File: src/rtl/rss_pkg.sv
`timescale 1ns/1ps
package rss_pkg;

    localparam int STROBE_W = 6;
    localparam int STATE_W  = 3;

    // Strobe addresses; the host port decodes these values.
    localparam logic [STROBE_W-1:0] SA_RESET = 6'h30;
    localparam logic [STROBE_W-1:0] SA_XOFF  = 6'h32;
    localparam logic [STROBE_W-1:0] SA_CAL   = 6'h33;
    localparam logic [STROBE_W-1:0] SA_RX    = 6'h34;
    localparam logic [STROBE_W-1:0] SA_IDLE  = 6'h36;
    localparam logic [STROBE_W-1:0] SA_PWD   = 6'h39;
    localparam logic [STROBE_W-1:0] SA_FLUSH = 6'h3A;
    localparam logic [STROBE_W-1:0] SA_NOP   = 6'h3D;

    // State encoding is exported in the status byte.
    typedef enum logic [STATE_W-1:0] {
        ST_PWRDN = 3'd0,
        ST_XOFF  = 3'd1,
        ST_IDLE  = 3'd2,
        ST_CAL   = 3'd3,
        ST_RX    = 3'd4,
        ST_OVF   = 3'd5
    } rss_state_e;

    typedef enum logic [3:0] {
        CMD_NONE,
        CMD_RESET,
        CMD_XOFF,
        CMD_CAL,
        CMD_RX,
        CMD_IDLE,
        CMD_PWD,
        CMD_FLUSH,
        CMD_NOP
    } rss_cmd_e;

endpackage

File: src/rtl/rss_strobe_decode.sv
`timescale 1ns/1ps
module rss_strobe_decode
    import rss_pkg::*;
(
    input  logic                strobe_valid,
    input  logic [STROBE_W-1:0] strobe_addr,
    output rss_cmd_e            cmd
);

    always_comb begin
        cmd = CMD_NONE;
        if (strobe_valid) begin
            case (strobe_addr)
                SA_RESET: cmd = CMD_RESET;
                SA_XOFF:  cmd = CMD_XOFF;
                SA_CAL:   cmd = CMD_CAL;
                SA_RX:    cmd = CMD_RX;
                SA_IDLE:  cmd = CMD_IDLE;
                SA_PWD:   cmd = CMD_PWD;
                SA_FLUSH: cmd = CMD_FLUSH;
                SA_NOP:   cmd = CMD_NOP;
                default:  cmd = CMD_NONE;   // reserved or out of range
            endcase
        end
    end

endmodule

File: src/rtl/rss_csn_edge.sv
`timescale 1ns/1ps
module rss_csn_edge (
    input  logic clk,
    input  logic rst_n,
    input  logic cs_n,
    output logic csn_rise,
    output logic csn_fall
);

    logic cs_n_q;

    always_ff @(posedge clk or negedge rst_n) begin
        if (!rst_n) cs_n_q <= 1'b1;
        else        cs_n_q <= cs_n;
    end

    assign csn_rise =  cs_n && !cs_n_q;
    assign csn_fall = !cs_n &&  cs_n_q;

endmodule

File: src/rtl/rss_fsm.sv
`timescale 1ns/1ps
module rss_fsm
    import rss_pkg::*;
(
    input  logic       clk,
    input  logic       rst_n,
    input  rss_cmd_e   cmd,
    input  logic       csn_rise,
    input  logic       csn_fall,
    input  logic       autocal_en,
    input  logic       cal_done,
    input  logic       fifo_ovf,
    output rss_state_e state,
    output logic       xosc_en,
    output logic       rx_en,
    output logic       cal_start,
    output logic       fifo_flush,
    output logic       reg_reset
);

    rss_state_e nxt_state;
    logic       pend_pwd,  nxt_pend;
    logic       cal_to_rx, nxt_cal_to_rx;
    logic       req_cal, req_flush, req_reset;

    // Next-state and pulse requests
    always_comb begin
        nxt_state     = state;
        nxt_pend      = pend_pwd;
        nxt_cal_to_rx = cal_to_rx;
        req_cal       = 1'b0;
        req_flush     = 1'b0;
        req_reset     = 1'b0;

        if (cmd == CMD_RESET) begin
            nxt_state     = ST_IDLE;
            nxt_pend      = 1'b0;
            nxt_cal_to_rx = 1'b0;
            req_reset     = 1'b1;
        end else begin
            unique case (state)
                ST_IDLE: begin
                    case (cmd)
                        CMD_XOFF: nxt_state = ST_XOFF;
                        CMD_CAL: begin
                            nxt_state     = ST_CAL;
                            nxt_cal_to_rx = 1'b0;
                            req_cal       = 1'b1;
                        end
                        CMD_RX: begin
                            if (autocal_en) begin
                                nxt_state     = ST_CAL;
                                nxt_cal_to_rx = 1'b1;
                                req_cal       = 1'b1;
                            end else begin
                                nxt_state = ST_RX;
                            end
                        end
                        CMD_IDLE:  nxt_pend  = 1'b0;
                        CMD_PWD:   nxt_pend  = 1'b1;
                        CMD_FLUSH: req_flush = 1'b1;
                        default: begin
                            if (pend_pwd && csn_rise) nxt_state = ST_PWRDN;
                        end
                    endcase
                end
                ST_CAL: begin
                    if (cmd == CMD_IDLE)  nxt_state = ST_IDLE;
                    else if (cal_done)    nxt_state = cal_to_rx ? ST_RX : ST_IDLE;
                end
                ST_RX: begin
                    if (cmd == CMD_IDLE)  nxt_state = ST_IDLE;
                    else if (fifo_ovf)    nxt_state = ST_OVF;
                end
                ST_OVF: begin
                    if (cmd == CMD_FLUSH) begin
                        nxt_state = ST_IDLE;
                        req_flush = 1'b1;
                    end else if (cmd == CMD_IDLE) begin
                        nxt_state = ST_IDLE;
                    end
                end
                ST_XOFF, ST_PWRDN: begin
                    if (csn_fall) nxt_state = ST_IDLE;
                end
                default: nxt_state = ST_IDLE;
            endcase
        end

        if (nxt_state != ST_IDLE) nxt_pend = 1'b0;
    end

    // State register
    always_ff @(posedge clk or negedge rst_n) begin
        if (!rst_n) begin
            state     <= ST_IDLE;
            pend_pwd  <= 1'b0;
            cal_to_rx <= 1'b0;
        end else begin
            state     <= nxt_state;
            pend_pwd  <= nxt_pend;
            cal_to_rx <= nxt_cal_to_rx;
        end
    end

    // Registered outputs
    always_ff @(posedge clk or negedge rst_n) begin
        if (!rst_n) begin
            xosc_en    <= 1'b1;
            rx_en      <= 1'b0;
            cal_start  <= 1'b0;
            fifo_flush <= 1'b0;
            reg_reset  <= 1'b0;
        end else begin
            xosc_en    <= !((nxt_state == ST_PWRDN) || (nxt_state == ST_XOFF));
            rx_en      <= (nxt_state == ST_RX);
            cal_start  <= req_cal;
            fifo_flush <= req_flush;
            reg_reset  <= req_reset;
        end
    end

endmodule

File: src/rtl/rx_strobe_sequencer.sv
`timescale 1ns/1ps
module rx_strobe_sequencer
    import rss_pkg::*;
(
    input  logic                clk,
    input  logic                rst_n,
    input  logic                strobe_valid,
    input  logic [STROBE_W-1:0] strobe_addr,
    input  logic                cs_n,
    input  logic                autocal_en,
    input  logic                cal_done,
    input  logic                fifo_ovf,
    output logic [STATE_W-1:0]  state_code,
    output logic                xosc_en,
    output logic                rx_en,
    output logic                cal_start,
    output logic                fifo_flush,
    output logic                reg_reset
);

    rss_cmd_e   cmd;
    rss_state_e state;
    logic       csn_rise, csn_fall;

    rss_strobe_decode dec_i (
        .strobe_valid (strobe_valid),
        .strobe_addr  (strobe_addr),
        .cmd          (cmd)
    );

    rss_csn_edge edge_i (
        .clk      (clk),
        .rst_n    (rst_n),
        .cs_n     (cs_n),
        .csn_rise (csn_rise),
        .csn_fall (csn_fall)
    );

    rss_fsm fsm_i (
        .clk        (clk),
        .rst_n      (rst_n),
        .cmd        (cmd),
        .csn_rise   (csn_rise),
        .csn_fall   (csn_fall),
        .autocal_en (autocal_en),
        .cal_done   (cal_done),
        .fifo_ovf   (fifo_ovf),
        .state      (state),
        .xosc_en    (xosc_en),
        .rx_en      (rx_en),
        .cal_start  (cal_start),
        .fifo_flush (fifo_flush),
        .reg_reset  (reg_reset)
    );

    assign state_code = state;

endmodule

File: config.mk
export PLATFORM = sky130hd
export DESIGN_NAME = rx_strobe_sequencer
export DESIGN_NICKNAME = d
export VERILOG_FILES = /design/src/rtl/rss_pkg.sv /design/src/rtl/rss_strobe_decode.sv /design/src/rtl/rss_csn_edge.sv /design/src/rtl/rss_fsm.sv /design/src/rtl/rx_strobe_sequencer.sv
export SDC_FILE = /design/constraint.sdc
export NUM_CORES = 1
export LEC_CHECK = 0
export BUFFER_PORTS_ARGS = -buffer_cell sky130_fd_sc_hd__buf_2
export CORE_UTILIZATION = 43
export DETAILED_ROUTE_END_ITERATION = 12
export GPL_TIMING_DRIVEN = 0
export PLACE_DENSITY = 0.67
export SYNTH_ARGS = -nofsm -noshare
export SYNTH_HDL_FRONTEND = slang
export SYNTH_SLANG_ARGS = --single-unit
File: constraint.sdc
create_clock -name clk -period 1.9 [get_ports clk]
set_input_delay 0.57 -clock clk [delete_from_list [all_inputs] [get_ports clk]]
set_output_delay 0.57 -clock clk [all_outputs]
set_load 0.005 [all_outputs]
; ---- Yosys cells after proc, flatten, opt, wreduce, memory -nomap -nowiden
; Index checks and enable logic that the tools add are counted.
[classes]
n_eq_ne = 24
bitwise = 0
div_mod_pow = 0
multipliers = 0
n_lt_le_gt_ge = 0
n_mux = 31
reduce_logical = 18
n_addsub = 0
n_shift = 0
[op_table]
columns = operator, count
row1 = 6-bit == test (second input constant), 8
row2 = 3-bit two-way mux, 11
row3 = 4-bit one-hot mux with 8 select lines, 1
row4 = 4-bit by 3-bit == test with 1-bit output (second input constant), 4
row5 = 3-bit one-hot mux with 5 select lines, 1
row6 = 1-bit two-way mux, 13
row7 = 3-bit one-hot mux with 4 select lines, 1
row8 = 3-bit == test (second input constant), 3
row9 = 4-bit by 2-bit == test with 1-bit output (second input constant), 2
row10 = 3-bit by 1-bit == test with 1-bit output (second input constant), 2
row11 = 3-bit by 2-bit == test with 1-bit output (second input constant), 2
row12 = 3-bit logical NOT, 2
row13 = 3-bit by 2-bit inequality test with 1-bit output (second input constant), 2
row14 = 1-bit one-hot mux with 2 select lines, 3
row15 = 3-bit nonzero test, 2
row16 = 4-bit by 1-bit == test with 1-bit output (second input constant), 1
row17 = 4-bit two-way mux, 1
row18 = 4-bit nonzero test, 1
row19 = 2-bit OR reduction, 2
row20 = 1-bit logical AND, 3
row21 = 1-bit logical NOT, 3
row22 = 3-bit AND reduction, 1
row23 = 3-bit OR reduction, 1
row24 = 2-bit AND reduction, 1
row25 = other kinds (2), 2
[totals]
n_memories = 0
ram_bits = 0
romBits = 0
output_inout_bits = 8
latch_bits = 0
regBits = 11

; ---- Depth between registers and ports, before layout
; Gate-level depths: netlist of run 1.
[depth]
word_depth = 11
depth_mapped = 8
depth_no_buf = 6

; ---- By module
; From an unflattened synthesis of run 1, not the netlist that was laid out.
[unflattened]
hier_cells = 100
area_unflattened_um2 = 860.8
[modules_own_cells]
columns = mod, cells_each, instances, area_per_inst_um2
row1 = rss_fsm, 80, 1, 710.7
row2 = rss_strobe_decode, 17, 1, 108.9
row3 = rss_csn_edge, 3, 1, 41.3

; ---- Least setup slack after synthesis of run 1
; No wires, ideal clock.
[synth_path]
path_kind = input-to-reg
startpoint = input port strobe_addr[3]
endpoint = register fsm_i.rx_en
slack_ns = 0.035
setup_time_ns = 0.120
n_path_buf = 2
arrival_ns = 1.745
stages = 8
required_ns = 1.780
path_cell_list = buf_4 -> buf_6 -> xnor2_1 -> nor3_1 -> a21oi_1 -> o311ai_2 -> inv_1 -> and3_1
[synth_between]
elab_chain_cells = 9
elab_cells_between_ends = 26
cone_classes = eq/ne (16) / mux (9) / reduce/logical (1)
[synth_rtl]
columns = element, line
row1 = from (decl), rx_strobe_sequencer.sv:8  ; input logic [STROBE_W-1:0] strobe_addr,
row2 = 6-bit == test, rss_strobe_decode.sv:13  ; case (strobe_addr)
row3 = 4-bit one-hot mux with 8 select lines *, rss_strobe_decode.sv:13
row4 = 4-bit two-way mux *, rss_strobe_decode.sv:12  ; if (strobe_valid) begin
row5 = 4-bit by 3-bit == test with 1-bit output (on tied branches), --
row6 = 3-bit OR reduction (no source line) or 3-bit two-way mux (tied branches), --
row7 = 3-bit one-hot mux with 4 select lines or 3-bit two-way mux (tied branches), "rss_fsm.sv:43, rss_fsm.sv:76"
row8 = 3-bit one-hot mux with 5 select lines, rss_fsm.sv:41  ; unique case (state)
row9 = 3-bit two-way mux *, rss_fsm.sv:35  ; if (cmd == CMD_RESET) begin
row10 = net fsm_i.nxt_state[2], rss_fsm.sv:21  ; rss_state_e nxt_state;
row11 = 3-bit == test *, rss_fsm.sv:116  ; rx_en <= (nxt_state == ST_RX);
row12 = to (signal assigned), rss_fsm.sv:116
row13 = to (decl), rss_fsm.sv:15  ; output logic rx_en,
; Mark *: on every way through the listed nets, which the timed path passes. The rest lies on a longest branch.
; A chain may end at the register's enable or synchronous reset.

; ---- Final worst setup path of run 1
[layout_path]
startpoint = input port strobe_addr[3]
endpoint = register fsm_i.pend_pwd
[layout_between]
elab_chain_cells = 11
elab_cells_between_ends = 33
cone_classes = eq/ne (16) / mux (13) / reduce/logical (4)
[layout_rtl]
columns = element, line
row1 = 6-bit == test, rss_strobe_decode.sv:13
row2 = 4-bit one-hot mux with 8 select lines *, rss_strobe_decode.sv:13
row3 = 4-bit two-way mux *, rss_strobe_decode.sv:12
row4 = 4-bit by 3-bit == test with 1-bit output (on tied branches), --
row5 = 3-bit OR reduction (no source line) or 3-bit two-way mux (tied branches), --
row6 = 3-bit one-hot mux with 4 select lines or 3-bit two-way mux (tied branches), "rss_fsm.sv:43, rss_fsm.sv:76"
row7 = 3-bit one-hot mux with 5 select lines, rss_fsm.sv:41
row8 = 3-bit two-way mux, rss_fsm.sv:35
row9 = 3-bit by 2-bit inequality test with 1-bit output, rss_fsm.sv:90  ; if (nxt_state != ST_IDLE) nxt_pend = 1'b0;
row10 = 4-bit nonzero test (no source line) or 3-bit nonzero test (tied branches), --
row11 = 2-bit AND reduction (no source line), --
row12 = to (signal assigned), rss_fsm.sv:101  ; pend_pwd <= nxt_pend;
row13 = to (decl), rss_fsm.sv:22  ; logic pend_pwd, nxt_pend;
; Mark *: on every way between the ends. The rest lies on a longest branch, timed or not. The select of a mux whose other input is x is not followed.

==> results of run 1 <==
==> layer usage <==
layer  track usage [%]  vias to the layer above
li1                  -                      415
met1              30.4                      400
met2              30.0                       25
met3              5.88                        0
met4              1.71                        0
met5                 0                        -
==> through the flow <==
step	util (%)	std cells	total power, mW
after global routing	58.8	149	0.896
after CTS	56.7	149	0.819
final	58.8	149	0.834
after global placement	54.4	144	0.619
after detailed placement	54.4	144	0.624
after floorplan	-	101	0.533
==> flip-flops by register name (all words and copies together) (netlist names) <==
register          flops
fsm_i.cal_to_rx       1
fsm_i.pend_pwd        1
fsm_i.reg_reset       1
fsm_i.xosc_en         1
edge_i.cs_n_q         1
fsm_i.rx_en           1
fsm_i.cal_start       1
fsm_i.state           3
fsm_i.fifo_flush      1
==> layout by cell type, fill, tap and decap left out, types with 3 or more instances in the layout <==
cell / synthesis / final
nor2_1: 4 / 4
nand2b_1: 3 / 3
a21oi_1: 5 / 5
dfrtp_1: 8 / 8
inv_1: 8 / 8
nand3_1: 6 / 6
clkbuf_4: 0 / 3
nand2_1: 13 / 13
dfstp_2: 3 / 3
buf_2: 3 / 21
o21ai_0: 4 / 4
buf_6: 3 / 3
==> worst min-delay path by stage <==
stage / cells after the start / end / from / slack, ps
floorplan: 0 / fsm_i.cal_start$_DFF_PN0_ / rst_n / 270
global placement: 1 / fsm_i.fifo_flush$_DFF_PN0_ / rst_n / 450
detailed placement: 1 / fsm_i.pend_pwd$_DFFE_PN0P_ / rst_n / 450
CTS: 1 / fsm_i.cal_to_rx$_DFFE_PN0P_ / rst_n / 160
global route: 1 / fsm_i.cal_to_rx$_DFFE_PN0P_ / rst_n / 160
finish: 1 / fsm_i.state[0]$_DFF_PN0_ / rst_n / 150
==> power groups by stage <==
| stage | sequential (mW) | clock [mW] | combinational [mW] |
|---|---|---|---|
| 2_1_floorplan | 0.302 | 0 | 0.231 |
| 3_3_place_gp | 0.297 | 0 | 0.322 |
| 3_5_place_dp | 0.299 | 0 | 0.325 |
| 4_1_cts | 0.295 | 0.164 | 0.360 |
| 5_1_grt | 0.298 | 0.178 | 0.420 |
| 6_report | 0.294 | 0.161 | 0.379 |
==> cell families after synthesis <==
logic type | Yosys count | synth area share, %
AOI/OAI and AO/OA | 27 | 25.9
buffers and inverters | 16 | 10.8
xor gates and xnor gates | 2 | 2.04
and+or+nand+nor | 45 | 28.8
DFF | 11 | 32.5
==> cell type report <==
cell class | count | area share, %
plain buffers | 7 | 5.32
inverters | 9 | 3.43
flip-flops and latches | 11 | 26.4
multi-input cells | 74 | 50.2
repair buffers | 19 | 9.22
well taps | 25 | 2.96
clock buffers | 4 | 2.48
==> what timing repair did <==
action | in CTS | in global routing
setup buffers | 1 | 0
hold endpoints to repair | 0 | 0
pin swaps | 0 | 2
setup endpoints to repair | 2 | 3
resized for setup | 1 | 7
==> critical path, cell delays in order <==
cell and delay [ps]:
buf_4 140, a21boi_1 160, o2111ai_2 240, nand2_1 230, nand2_1 140, a2111oi_4 380
nor3_2 90
==> qor.yml, run 1 <==
synth:
  yosys_most_used_dff: "dfrtp_1"
  synthTopCellsByCount: "nand2_1, dfrtp_1, inv_1"
  synth-seq-cells: 11
  synth_nets: 114
  synth.largest_area_cell: "dfrtp_1"
  ys_warn_count: 0
  synthCells: 101
  yosysMostFrequentCell: "nand2_1"
  synth.top_cell.area_share_pct: 23.3
  synthTopCellsByArea: "dfrtp_1, dfstp_2, nand2_1"
  ys_seq_area_share_pct: 32.5
  synth_edf_count: 0
  synth_async_sr_flop_share_pct: 100
  syn_area_sq_um: 860
  postSynthAreaPerCell_sq_um: 8.51
  synth_cell_types: 42
timing:
  worst_pin_slew_ps: 513
  fin_crit_sh_pct: 95.8
  tns_ps: 0
  relSlewSlack_pct: 65.4
  hold_viol_final: 0
  finalSetupViolations: 0
  drv_slew: 0
  clock_skew_ps: 12.6
  worst_slack_ps: 78.9
  fin_crit_ps: 1820
  fmax_ghz: 0.549
  whs_ps: 149
setup_path:
  crit_path_end: "fsm_i.pend_pwd$_DFFE_PN0P_"
  crit_path_start: "strobe_addr[3]"
  critical_path_class: "in2reg"
  worstPathRequired_ps: 2040
  cp_max_fo: 8
  r2r_setup_slack_ps: 100
  worstReg2RegStart: "fsm_i.state[1]$_DFF_PN1_"
  reg2reg_to: "fsm_i.rx_en$_DFF_PN0_"
  start_kind: "input pin"
  cp.arrival_ps: 1960
  worst_setup_path_end_kind: "register"
  rr_worst_depth: 7
grt:
  gr-usage-all-layers_pct: 20.3
  grt_antenna_before_repair: 0
  grt_pass1_vias: 667
  grt_max_degree: 12
  grt_pass1_wl_mm: 3.14
  grt-ovfl-total: 0
place:
  hpwl_mm: 1.50
  pre_cts_ws_ps: -272
  port_buffers: 18
  dpl_cell_area_sq_um: 981
  gp_congestion: 0.792
clock_network:
  cts_buffers: 3
  clk_latency_ps: 270
  postCtsHoldBufs: 0
  clockBufferDepth: 2
  clock_sinks: 11
  cts_tree: "built"
  clkTransAtPathRegs_ps: 80
  cts_root_buf: "clkbuf_4"
  htreeDepth: 1
power:
  p_per_area_nw_per_um2: 788
  peakVddDrop_mv: 0.710
  power.switching_mw: 0.293
  seqPwrFrac_pct: 35.2
  p_sw_share_pct: 35.2
  p_clk_share_pct: 19.3
  p_int_mw: 0.540
  p_leak_nw: 0.466
  combPwrFrac_pct: 45.5
drt:
  wirelength_mm: 1.99
  ant_nets: 0
  m1WireLength_microns: 977
  drtIter0Drc: 22
  dr_wl_met2_microns: 936
  wl_per_cell_microns: 13.4
  vias_per_cell: 5.64
  drc: 0
  vias: 840
  highest_layer: "met3"
  drt-pass1-iter-count: 4
  dr_wl_met3_microns: 77
floorplanning:
  core_area_sq_um: 1800
  io-pin-count: 21
  initial_core_util_pct: 47.7
  die_area_sq_um: 2180
  die_x_microns: 46.7
  chipHeight_microns: 46.7
  rows: 15
min_path:
  hold_path_class: "in2async"
finish:
  multi_input_area_sq_um: 532
  drive_above_1_share_pct: 37.1
  final_area_sq_um: 1060
  num_antenna_cells: 0
  finalNetCount: 138
  fill_cells: 186
  areaGrowthSynthToFinish_pct: 23.1
  seq_area_sq_um: 279
job:
  cap_violations: 0
status:
  outcome: "finished, final reports clean"
No activity file was read; power rests on OpenSTA's default activity.
==> run 2, diff against run 1 <==
--- a/config.mk
+++ b/config.mk
@@ -6,10 +6,12 @@
 export NUM_CORES = 1
 export LEC_CHECK = 0
 export BUFFER_PORTS_ARGS = -buffer_cell sky130_fd_sc_hd__buf_2
-export CORE_UTILIZATION = 43
+export CELL_PAD_IN_SITES_DETAIL_PLACEMENT = 0
+export CELL_PAD_IN_SITES_GLOBAL_PLACEMENT = 1
+export CORE_UTILIZATION = 30
 export DETAILED_ROUTE_END_ITERATION = 12
 export GPL_TIMING_DRIVEN = 0
-export PLACE_DENSITY = 0.67
+export PLACE_DENSITY_LB_ADDON = 0.1
 export SYNTH_ARGS = -nofsm -noshare
 export SYNTH_HDL_FRONTEND = slang
 export SYNTH_SLANG_ARGS = --single-unit
==> run 2 against run 1 <==
Against the previous run: final area rose by 0.59%; power increased by 2.2%; flip-flop and latch count unchanged.
==> qor.yml, run 2 (same netlist as run 1, synthesis figures left out) <==
status:
  outcome: "finished, final reports clean"
grt:
  grt_pass1_vias: 768
  grt_pass1_wl_mm: 3.59
  grt_max_degree: 12
  gr-usage-all-layers_pct: 15.0
  grt-ovfl-total: 0
  grt_antenna_before_repair: 0
floorplanning:
  io-pin-count: 21
  initial_core_util_pct: 31.4
  die_x_microns: 55.5
  die_area_sq_um: 3080
  core_area_sq_um: 2730
  rows: 19
  chipHeight_microns: 55.5
power:
  power_mw: 0.852
  peakVddDrop_mv: 0.775
  p_per_area_nw_per_um2: 800
  p_leak_nw: 0.478
clock_network:
  htreeDepth: 1
  cts_buffers: 3
  cts_tree: "built"
  cts_root_buf: "clkbuf_4"
  clock_sinks: 11
  clk_latency_ps: 270
  clockBufferDepth: 2
  clkTransAtPathRegs_ps: 80
finish:
  finalNetCount: 139
  fill_cells: 292
  areaGrowthSynthToFinish_pct: 23.9
  final_area_sq_um: 1060
  post-route-util_pct: 38.9
  num_antenna_cells: 0
  layout_commonest_cell: "buf_2"
  layout_common_cells: "buf_2, nand2_1, inv_1, dfrtp_1, nand3_1"
  drive_above_1_share_pct: 35.2
  largest_reg_flops: 3
  top_register: "fsm_i.state"
timing:
  worst_slack_ps: 123
  hold_viol_final: 0
  clock_skew_ps: 9.62
  finalSetupViolations: 0
  fmax_ghz: 0.563
  fin_crit_ps: 1780
  drv_slew: 0
  relSlewSlack_pct: 65.5
  worst_pin_slew_ps: 511
  fin_crit_sh_pct: 93.5
  tns_ps: 0
  rsz0062_at_grt: "no"
setup_path:
  cp_max_fo: 10
  critical_path_class: "in2reg"
  start_kind: "input pin"
  worstReg2RegStart: "fsm_i.state[1]$_DFF_PN1_"
  worstPathRequired_ps: 2050
  cp.arrival_ps: 1920
  rr_worst_depth: 6
  r2r_setup_slack_ps: 180
  reg2reg_to: "fsm_i.rx_en$_DFF_PN0_"
  worst_setup_path_end_kind: "register"
place:
  hpwl_mm: 1.67
  gp_congestion: 0.762
  pre_cts_ws_ps: -322
  dpl_cell_area_sq_um: 988
  port_buffers: 18
job:
  cap_violations: 0
drt:
  vias_per_cell: 5.38
  drtIter0Drc: 29
  ant_nets: 0
  wirelength_mm: 2.16
  drt-pass1-iter-count: 4
  vias: 839
  wl_per_cell_microns: 13.9
  drc: 0
min_path:
  hold_path_class: "in2async"
-- run 2: through the flow --
step / instances / hold WS, ps
after floorplan: 101 / 274
after global placement: 150 / 452
after detailed placement: 150 / 458
after CTS: 154 / 157
after global routing: 156 / 166
final: 156 / 161
-- run 2: what timing repair did --
item                                    CTS  global route
hold buffers                              0             0
endpoints found under the setup margin    4             4
gates resized for setup                   3             3
pin swaps                                 0             1
buffers inserted                          0             3
-- run 2: worst max-delay path, stage by stage --
cell and delay (ps):
buf_2 110, buf_2 180, o311a_1 360, nor2_1 100, nand3_1 130, a2111oi_4 370, nor3_1 110
-- run 2: how the worst max path moves through the flow --
stage	from	slack, ps	depth (start not counted)	end
2_1_floorplan	strobe_addr[3]	40	8	fsm_i.rx_en$_DFF_PN0_
3_3_place_gp	strobe_addr[0]	-340	8	fsm_i.rx_en$_DFF_PN0_
3_5_place_dp	strobe_addr[0]	-320	8	fsm_i.rx_en$_DFF_PN0_
4_1_cts	fsm_i.state[1]$_DFF_PN1_	0.4	7	fsm_i.rx_en$_DFF_PN0_
5_1_grt	fsm_i.state[2]$_DFF_PN0_	10	6	fsm_i.pend_pwd$_DFFE_PN0P_
6_report	strobe_addr[0]	120	7	fsm_i.pend_pwd$_DFFE_PN0P_
-- run 2: power by group --
group          switching [mW]  internal [mW]
Sequential             0.0370          0.283
Clock                  0.0787         0.0812
Combinational           0.175          0.196
Total                   0.291          0.561
-- run 2: layout make-up --
cell class	count	area [sq um]	area share, %
clock buffer	4	26.3	2.47
sequential	11	279	26.2
multi-input combinational	74	520	48.9
tap	31	38.8	3.64
timing repair buffer	21	113	10.6
buffer	6	51.3	4.82
inverter	9	36.3	3.41
-- run 2: routing by layer --
layer	GRT usage (%)	up-vias	share of wire, %
met5	0	-	0
met1	21.5	399	51
met4	2.50	0	0.37
met3	5.39	2	5.0
met2	22.0	22	44
li1	-	416	-
==> run 3, diff against run 2 <==
--- a/config.mk
+++ b/config.mk
@@ -14,4 +14,5 @@
 export PLACE_DENSITY_LB_ADDON = 0.1
 export SYNTH_ARGS = -nofsm -noshare
 export SYNTH_HDL_FRONTEND = slang
+export SYNTH_HIERARCHICAL = 1
 export SYNTH_SLANG_ARGS = --single-unit
==> run 3 against run 2 <==
Against the previous run: the flow now finishes with violations (negative setup slack); fmax fell by 9.2%; via count grew 6.8%; synthesized area rose by 0.15%; worst hold slack worse by 11 ps; worst setup slack lost 180 ps; non-clock buffer count increased by 11.
==> qor.yml, run 3 <==
place:
  port_buffers: 20
  gp_congestion: 0.867
  hpwl_mm: 1.62
  pre_cts_ws_ps: -610
power:
  seqPwrFrac_pct: 40.7
  peakVddDrop_mv: 0.517
  p_int_mw: 0.508
  p_clk_share_pct: 20.6
  p_leak_nw: 0.591
  combPwrFrac_pct: 38.7
  p_per_area_nw_per_um2: 588
  power.switching_mw: 0.263
  power_mw: 0.771
  p_sw_share_pct: 34.1
synth:
  ys_warn_count: 6
  synth_edf_count: 0
  synth.top_cell.area_share_pct: 23.3
  syn_area_sq_um: 861
  synthTopCellsByArea: "dfrtp_1, dfstp_2, a21oi_1"
  synth-seq-cells: 11
  synth.largest_area_cell: "dfrtp_1"
  synth_async_sr_flop_share_pct: 100
  synthCells: 100
  yosys_most_used_dff: "dfrtp_1"
  postSynthAreaPerCell_sq_um: 8.61
  yosysMostFrequentCell: "nor2_1"
  synthTopCellsByCount: "nor2_1, a21oi_1, dfrtp_1"
  synth_nets: 113
  synth_cell_types: 45
  ys_seq_area_share_pct: 32.4
clock_network:
  cts_root_buf: "clkbuf_4"
  cts_buffers: 3
  clockBufferDepth: 2
  clock_sinks: 11
  htreeDepth: 1
  clk_latency_ps: 270
  cts_tree: "built"
  clkTransAtPathRegs_ps: 70
status:
  outcome: "complete, but fails checks"
  violations: "negative setup slack"
finish:
  layout_common_cells: "buf_2, buf_4, nor2_1, dfrtp_1, a21oi_1"
  top_register: "fsm_i/state"
  drive_above_1_share_pct: 54.7
  post-route-util_pct: 48.0
  areaGrowthSynthToFinish_pct: 52.3
  largest_reg_flops: 3
  finalNetCount: 151
  layout_commonest_cell: "buf_2"
  num_antenna_cells: 0
setup_path:
  critical_path_class: "in2reg"
  cp_max_fo: 8
  slowest_delay_ps: 340
  worstPathRequired_ps: 2110
  rr_worst_depth: 6
  crit_path_start: "strobe_addr[3]"
  worst_setup_path_end_kind: "register"
  worstReg2RegStart: "fsm_i/state[1]$_DFF_PN1_"
  cp.arrival_ps: 2170
  r2r_setup_slack_ps: 240
  reg2reg_to: "fsm_i/pend_pwd$_DFFE_PN0P_"
  start_kind: "input pin"
  path_cells: "buf_4, and3b_2, nand2b_4, nor2_1, buf_4, buf_12, or3b_1, o32a_1, nand4_1, o211a_1"
  cpMaxStageDelayCell: "or3b_1"
  cpMostUsedCell: "buf_4"
timing:
  hold_viol_final: 0
  fmax_ghz: 0.511
  worst_slack_ps: -56.4
  worst_pin_slew_ps: 344
  finalSetupViolations: 3
  clock_skew_ps: 0.512
  fin_crit_ps: 1960
  drv_slew: 0
  rsz0062_at_grt: "yes"
  relSlewSlack_pct: 76.9
  tns_ps: -149
  fin_crit_sh_pct: 103
drt:
  drtIter0Drc: 19
  vias_per_cell: 5.33
  drt-pass1-iter-count: 4
  wirelength_mm: 2.32
  wl_per_cell_microns: 13.8
  ant_nets: 0
  drc: 0
  vias: 896
min_path:
  hold_path_class: "in2async"
grt:
  gr-usage-all-layers_pct: 15.8
  grt_pass1_wl_mm: 3.78
  grt_max_degree: 12
  grt_antenna_before_repair: 0
  grt_pass1_vias: 823
  grt-ovfl-total: 0
floorplanning:
  die_x_microns: 55.6
  die_area_sq_um: 3090
  io-pin-count: 21
  initial_core_util_pct: 31.5
  chipHeight_microns: 55.6
  core_area_sq_um: 2730
  rows: 19
job:
  cap_violations: 0
[run 3: changes by cell type after synthesis, moves of 4 or more]
cell	change
nor2_1	+9
nand2_1	-11
a21oi_1	+6
inv_1	-4
[run 3: power groups by stage]
| stage | sequential [mW] | clock [mW] | combinational (mW) |
|---|---|---|---|
| floorplan | 0.311 | 0 | 0.158 |
| CTS | 0.313 | 0.162 | 0.277 |
| finish | 0.314 | 0.159 | 0.298 |
| global route | 0.321 | 0.175 | 0.330 |
| detailed placement | 0.317 | 0 | 0.241 |
| global placement | 0.316 | 0 | 0.245 |
[run 3: repair_timing]
action | 4_1_cts | 5_1_grt
hold buffers | 0 | 0
buffers inserted | 10 | 4
resized for setup | 20 | 10
setup endpoints to repair | 7 | 7
pin swaps | 11 | 8
[run 3: routing by layer]
| layer | global-route usage [%] | routed length [microns] | share of wire [%] | vias to the layer above |
|---|---|---|---|---|
| met3 | 4.92 | 121 | 5.2 | 5 |
| met5 | 0 | 0 | 0 | - |
| li1 | - | - | - | 445 |
| met1 | 19.7 | 1010 | 44 | 422 |
| met4 | 5.00 | 25 | 1.1 | 0 |
| met2 | 25.8 | 1160 | 50 | 24 |
[run 3: final cells by class]
class,instances,area [sq um]
Tap cell,31,38.8
Fill cell,269,1420
Buffer,5,40.0
Inverter,5,18.8
Clock buffer,4,26.3
Timing Repair Buffer,33,236
Multi-Input combinational cell,79,672
Sequential cell,11,279
[run 3: logic make-up (layout without fill, tap and decap cells)]
kind of cell / count (synthesis) / count (layout) / synth area share [%]
simple gates: 47 / 47 / 36.2
compound gates: 30 / 30 / 23.1
buf+inv: 10 / 47 / 6.10
flops: 11 / 11 / 32.4
xor+xnor: 1 / 1 / 1.02
mux: 1 / 1 / 1.16
[run 3: worst max-delay path, delay by kind of cell]
| family | cells | cell delay [ps] |
|---|---|---|
| and+or+nand+nor | 5 | 840 |
| AOI/OAI and AO/OA | 2 | 320 |
| buffers and inverters | 3 | 430 |
[run 3: metrics by stage]
step	area, sq um	instances	hold WS, ps
CTS	1240	165	155
global placement	1050	151	444
global route	1310	168	154
floorplan	916	100	274
finish	1310	168	150
detailed placement	1050	151	447
[run 3: how the worst max path moves through the flow]
| stage | endpoint |
|---|---|
| detailed placement | fsm_i/rx_en$_DFF_PN0_ |
| global route | fsm_i/pend_pwd$_DFFE_PN0P_ |
| CTS | fsm_i/rx_en$_DFF_PN0_ |
| finish | fsm_i/pend_pwd$_DFFE_PN0P_ |
| floorplan | fsm_i/pend_pwd$_DFFE_PN0P_ |
| global placement | fsm_i/rx_en$_DFF_PN0_ |
